$ cat config.mk
export PLATFORM = sky130hd
export DESIGN_NAME = cc_timer
export DESIGN_NICKNAME = d
export VERILOG_FILES = /design/src/rtl/cc_timer.sv
export SDC_FILE = /design/constraint.sdc
export NUM_CORES = 1
export LEC_CHECK = 0
export BUFFER_PORTS_ARGS = -buffer_cell sky130_fd_sc_hd__buf_2
export CORE_MARGIN = 2
export CORE_UTILIZATION = 37
export DETAILED_ROUTE_END_ITERATION = 7
export SYNTH_ARGS = -nofsm -noshare
export SYNTH_HDL_FRONTEND = slang
export SYNTH_SLANG_ARGS = --single-unit
$ cat constraint.sdc
create_clock -name clk -period 7 [get_ports clk]
set_clock_uncertainty 0.1 [all_clocks]
set_input_delay 0.7 -clock clk [delete_from_list [all_inputs] [get_ports clk]]
set_output_delay 0.7 -clock clk [all_outputs]
set_load 0.02 [all_outputs]
$ cat src/rtl/cc_timer.sv
module cc_timer #(
  parameter int NCH  = 4,
  parameter int PSW  = 4,
  parameter int SELW = (NCH > 1) ? $clog2(NCH) : 1
) (
  input  logic            clk,
  input  logic            rst_n,
  input  logic            tick_en,
  input  logic            task_start,
  input  logic            task_stop,
  input  logic            task_clear,
  input  logic            task_count,
  input  logic [NCH-1:0]  task_capture,
  input  logic            cfg_counter_mode,
  input  logic [1:0]      cfg_width,
  input  logic [PSW-1:0]  cfg_prescale,
  input  logic [NCH-1:0]  cc_wr_en,
  input  logic [31:0]     cc_wr_data,
  input  logic [SELW-1:0] cc_rd_sel,
  output logic [31:0]     cc_rd_data,
  output logic [31:0]     count_val,
  output logic            running,
  output logic [NCH-1:0]  compare
);
  localparam int PREW = (1 << PSW) - 1;

  logic            run_q;
  logic [31:0]     cnt_q;
  logic [PREW-1:0] pre_q;
  logic [31:0]     cc_q [NCH];
  logic [NCH-1:0]  cmp_q;
  logic [31:0]     wmask;

  always_comb begin
    case (cfg_width)
      2'd0:    wmask = 32'h0000_FFFF;
      2'd1:    wmask = 32'h0000_00FF;
      2'd2:    wmask = 32'h00FF_FFFF;
      default: wmask = 32'hFFFF_FFFF;
    endcase
  end

  wire [PREW-1:0] pmask = ~({PREW{1'b1}} << cfg_prescale);
  wire        live  = run_q && !task_stop;
  wire        tstep = tick_en && ((pre_q & pmask) == pmask);
  wire        step  = live && (cfg_counter_mode ? task_count : tstep);
  wire [31:0] nxt   = (cnt_q + 32'd1) & wmask;

  always_ff @(posedge clk) begin
    if (!rst_n) begin
      run_q <= 1'b0;
      cnt_q <= '0;
      pre_q <= '0;
    end else begin
      if (task_stop)       run_q <= 1'b0;
      else if (task_start) run_q <= 1'b1;
      if (task_clear)      cnt_q <= '0;
      else if (step)       cnt_q <= nxt;
      if (task_clear)      pre_q <= '0;
      else if (live && !cfg_counter_mode && tick_en) pre_q <= pre_q + 1'b1;
    end
  end

  for (genvar g = 0; g < NCH; g++) begin : g_ch
    always_ff @(posedge clk) begin
      if (!rst_n) begin
        cc_q[g]  <= '0;
        cmp_q[g] <= 1'b0;
      end else begin
        if (task_capture[g])  cc_q[g] <= cnt_q;
        else if (cc_wr_en[g]) cc_q[g] <= cc_wr_data;
        cmp_q[g] <= step && !task_clear && (nxt == (cc_q[g] & wmask));
      end
    end

    AST_CAPTURE_COPY: assert property (@(posedge clk) disable iff (!rst_n)
      task_capture[g] |=> cc_q[g] == $past(cnt_q));
    AST_COMPARE_AFTER_STEP: assert property (@(posedge clk) disable iff (!rst_n)
      cmp_q[g] |-> $past(run_q) && !$past(task_clear) && !$past(task_stop));
  end

  assign cc_rd_data = (int'(cc_rd_sel) < NCH) ? cc_q[cc_rd_sel] : '0;
  assign count_val  = cnt_q;
  assign running    = run_q;
  assign compare    = cmp_q;

  AST_STOP_WINS: assert property (@(posedge clk) disable iff (!rst_n)
    task_stop |=> !run_q);
  AST_CLEAR_ZERO: assert property (@(posedge clk) disable iff (!rst_n)
    task_clear |=> cnt_q == 32'd0 && cmp_q == '0);
  AST_STOPPED_HOLD: assert property (@(posedge clk) disable iff (!rst_n)
    !run_q && !task_clear |=> $stable(cnt_q));
endmodule

==> flow_summary.ini <==
[timing]
worst_hold_slack_ns = 0.3268
period_share_pct = 67.64
slew_headroom_pct = 22.94
slew_violations = 0
min_period_ns = 4.735
setup-tns-final_ns = 0
rsz0062_at_grt = false
tightest_slew_ns = 1.156
worst_slack_ns = 2.265
finalSetupViolations = 0
hold_viol_final = 0
fmax_mhz = 211.2

[worst_setup_path]
crit_family = simple AND/OR/NAND/NOR gates
cpMostUsedCell = xnor2_1
cp_slowest_stage_delay_ns = 0.77
crit_arrival_ns = 4.98
worstPathMaxFanout = 13
crit_cells = 9
endpoint_kind = register
worst_r2r_path_depth = 9
crit_required_ns = 7.24
worstPathCellList = ha_1 > nand3_1 > or3_1 > nor2_1 > xnor2_1 > xnor2_1 > o41ai_1 > or4b_2 > nor4_1
crit_slowest_cell = or3_1
crit_type = reg -> reg
startpoint_type = register
cp_num_buf_inv = 0

[clocking]
cts_tree = yes
numCtsBuffers = 17
cts_setup_buffers = 0
cts_hold_buffers = 0
clkSinkCount = 180
post_cts_resized = 0
clockRootBuffer = clkbuf_16
path_clk_slew_ns = 0.07
clockBufferDepth = 2
htree_levels = 4
clk_latency_ns = 0.44

[grt]
grt_pass1_vias = 9112
grt_max_degree = 66
antenna_found_initial = 2
grt_usage_pct = 22.86
grt.overflow.total = 0
grt_pass1_wl_mm = 57.00

[drt]
vias_per_cell = 5.883
drt.antenna.violating_nets = 0
drt_wl_total_mm = 37.50
drc = 0
drtIter0Drc = 938
vias = 9412
detail_route.first_pass.iterations = 5
wl_per_cell_um = 23.44

[synth]
synth_area_leaders = edfxtp_1, dfxtp_1, xnor2_1
ys_seq_elements = 180
ys_async_sr_fraction_pct = 0
yosys.area.top_type = edfxtp_1
syn_inst = 1143
synth_edf_count = 128
synth-main-ff-cell = edfxtp_1
avgSynthCellArea_sq_um = 10.04
syn_nets = 1201
ys_warn_count = 0
yosysSeqAreaShare_pct = 42.58
mappedNetlistArea_sq_mm = 0.01147
synth_top_cell_area_share_pct = 33.50
synth.distinct_cells = 73

[layout]
multi_input_area_sq_mm = 0.006095
drive_above_1_share_pct = 18.69
antenna_cells = 0
nets = 1249
layout_common_cells = edfxtp_1, buf_2, nand2_1
final_common_cell = edfxtp_1
area_growth_syn_to_layout_pct = 11.79
seq_area_sq_mm = 0.004885
n_fill_cell = 2982

[pwr]
report.power.total_mw = 2.503
p_seq_share_pct = 49.3
swShare_pct = 26.54
power_switching_mw = 0.6642
intPower_mw = 1.839
ir_drop_mv = 0.1584
p_comb_share_pct = 11.8
power_frac_clock_pct = 38.9
power.density_mw_per_mm2 = 195.2
power_leakage_nw = 4.713

[job]
max_cap_viol_count = 0

[die]
die_h_um = 180.1
die-width_um = 180.1
io_pins = 125
initial_core_util_pct = 37.50
rows = 64
die-area_sq_mm = 0.03243
core_sq_mm = 0.03059

[placed_design]
hpwl_mm = 25.25
dpl_worst_slack_ns = 2.349
port-buffer-count = 124
place_congestion = 0.9229

[min_path]
min_path_cells = 2
worst_hold_path_type = in -> reg

[outcome]
run_status = complete, no violations
==> flip-flops by register name, indices dropped and copies added, names as in the netlist <==
signal	count
pre_q	15
count_val	32
compare	4
cc_q	128
running	1
==> cell type report <==
class	count	share of cell area, %
tap	396	3.863
clock inverter	13	1.034
timing repair buffer	136	5.541
multi-input combinational	839	47.52
sequential	180	38.09
inverter	17	0.4976
clock buffer	19	3.454
==> through the flow <==
stage / area (sq um) / cells / util, %
after floorplan: 11470 / 1143 / -
after global placement: 12250 / 1568 / 40.04
after detailed placement: 12250 / 1568 / 40.04
after CTS: 12820 / 1600 / 41.93
after global routing: 12820 / 1600 / 41.93
final: 12820 / 1600 / 41.93
==> Yosys cell counts (4+ instances only) <==
master,n
o41ai_1,5
or3_1,13
nand4_1,14
nor2_1,78
and2_1,36
nand2b_1,6
buf_4,8
mux2i_1,7
mux4_2,32
o221ai_1,5
a311oi_1,4
o2111ai_1,7
o21a_1,4
a21oi_1,46
a41oi_1,5
or2_2,4
edfxtp_1,128
nor4_1,13
a2111oi_0,6
o21ai_0,76
a31oi_1,4
nand2_1,109
a211oi_1,4
xnor2_1,97
clkbuf_1,81
nand3b_1,5
dfxtp_1,52
a22o_1,96
buf_2,7
nor3_1,30
xor2_1,50
nand3_1,20
inv_1,17
buf_1,10
==> logic make-up after synthesis <==
| family | Yosys count | share of synthesized area, % |
|---|---|---|
| flops | 180 | 42.58 |
| compound gates | 286 | 17.73 |
| xor+xnor | 150 | 11.82 |
| mux | 39 | 6.893 |
| simple gates | 362 | 16.29 |
| fa+ha+maj | 2 | 0.2181 |
| buf+inv | 124 | 4.461 |
==> power by group through the flow <==
stage               registers [mW]  logic (mW)  clock network (mW)
floorplan                     1.24       0.186                   0
global placement              1.26       0.292                   0
detailed placement            1.26       0.293                   0
CTS                           1.23       0.294               0.976
global route                  1.24       0.317                1.02
finish                        1.24       0.295               0.973
==> path summary, 6_finish.rpt <==
check                           slack [ns]         start          to
worst max-delay path                  2.26  count_val[0]  compare[2]
worst min-delay path                  0.33     task_stop     running
worst max register to register        2.26  count_val[0]  compare[2]
worst min register to register        0.40      pre_q[7]    pre_q[7]
==> per-layer routing <==
metal / share of wire, % / GRT usage (%)
met5: 0.064 / 0
met4: 1.3 / 4.806
met3: 7.9 / 4.992
met2: 46 / 36.32
met1: 45 / 32.16
Power figures use the tool's default switching activity.
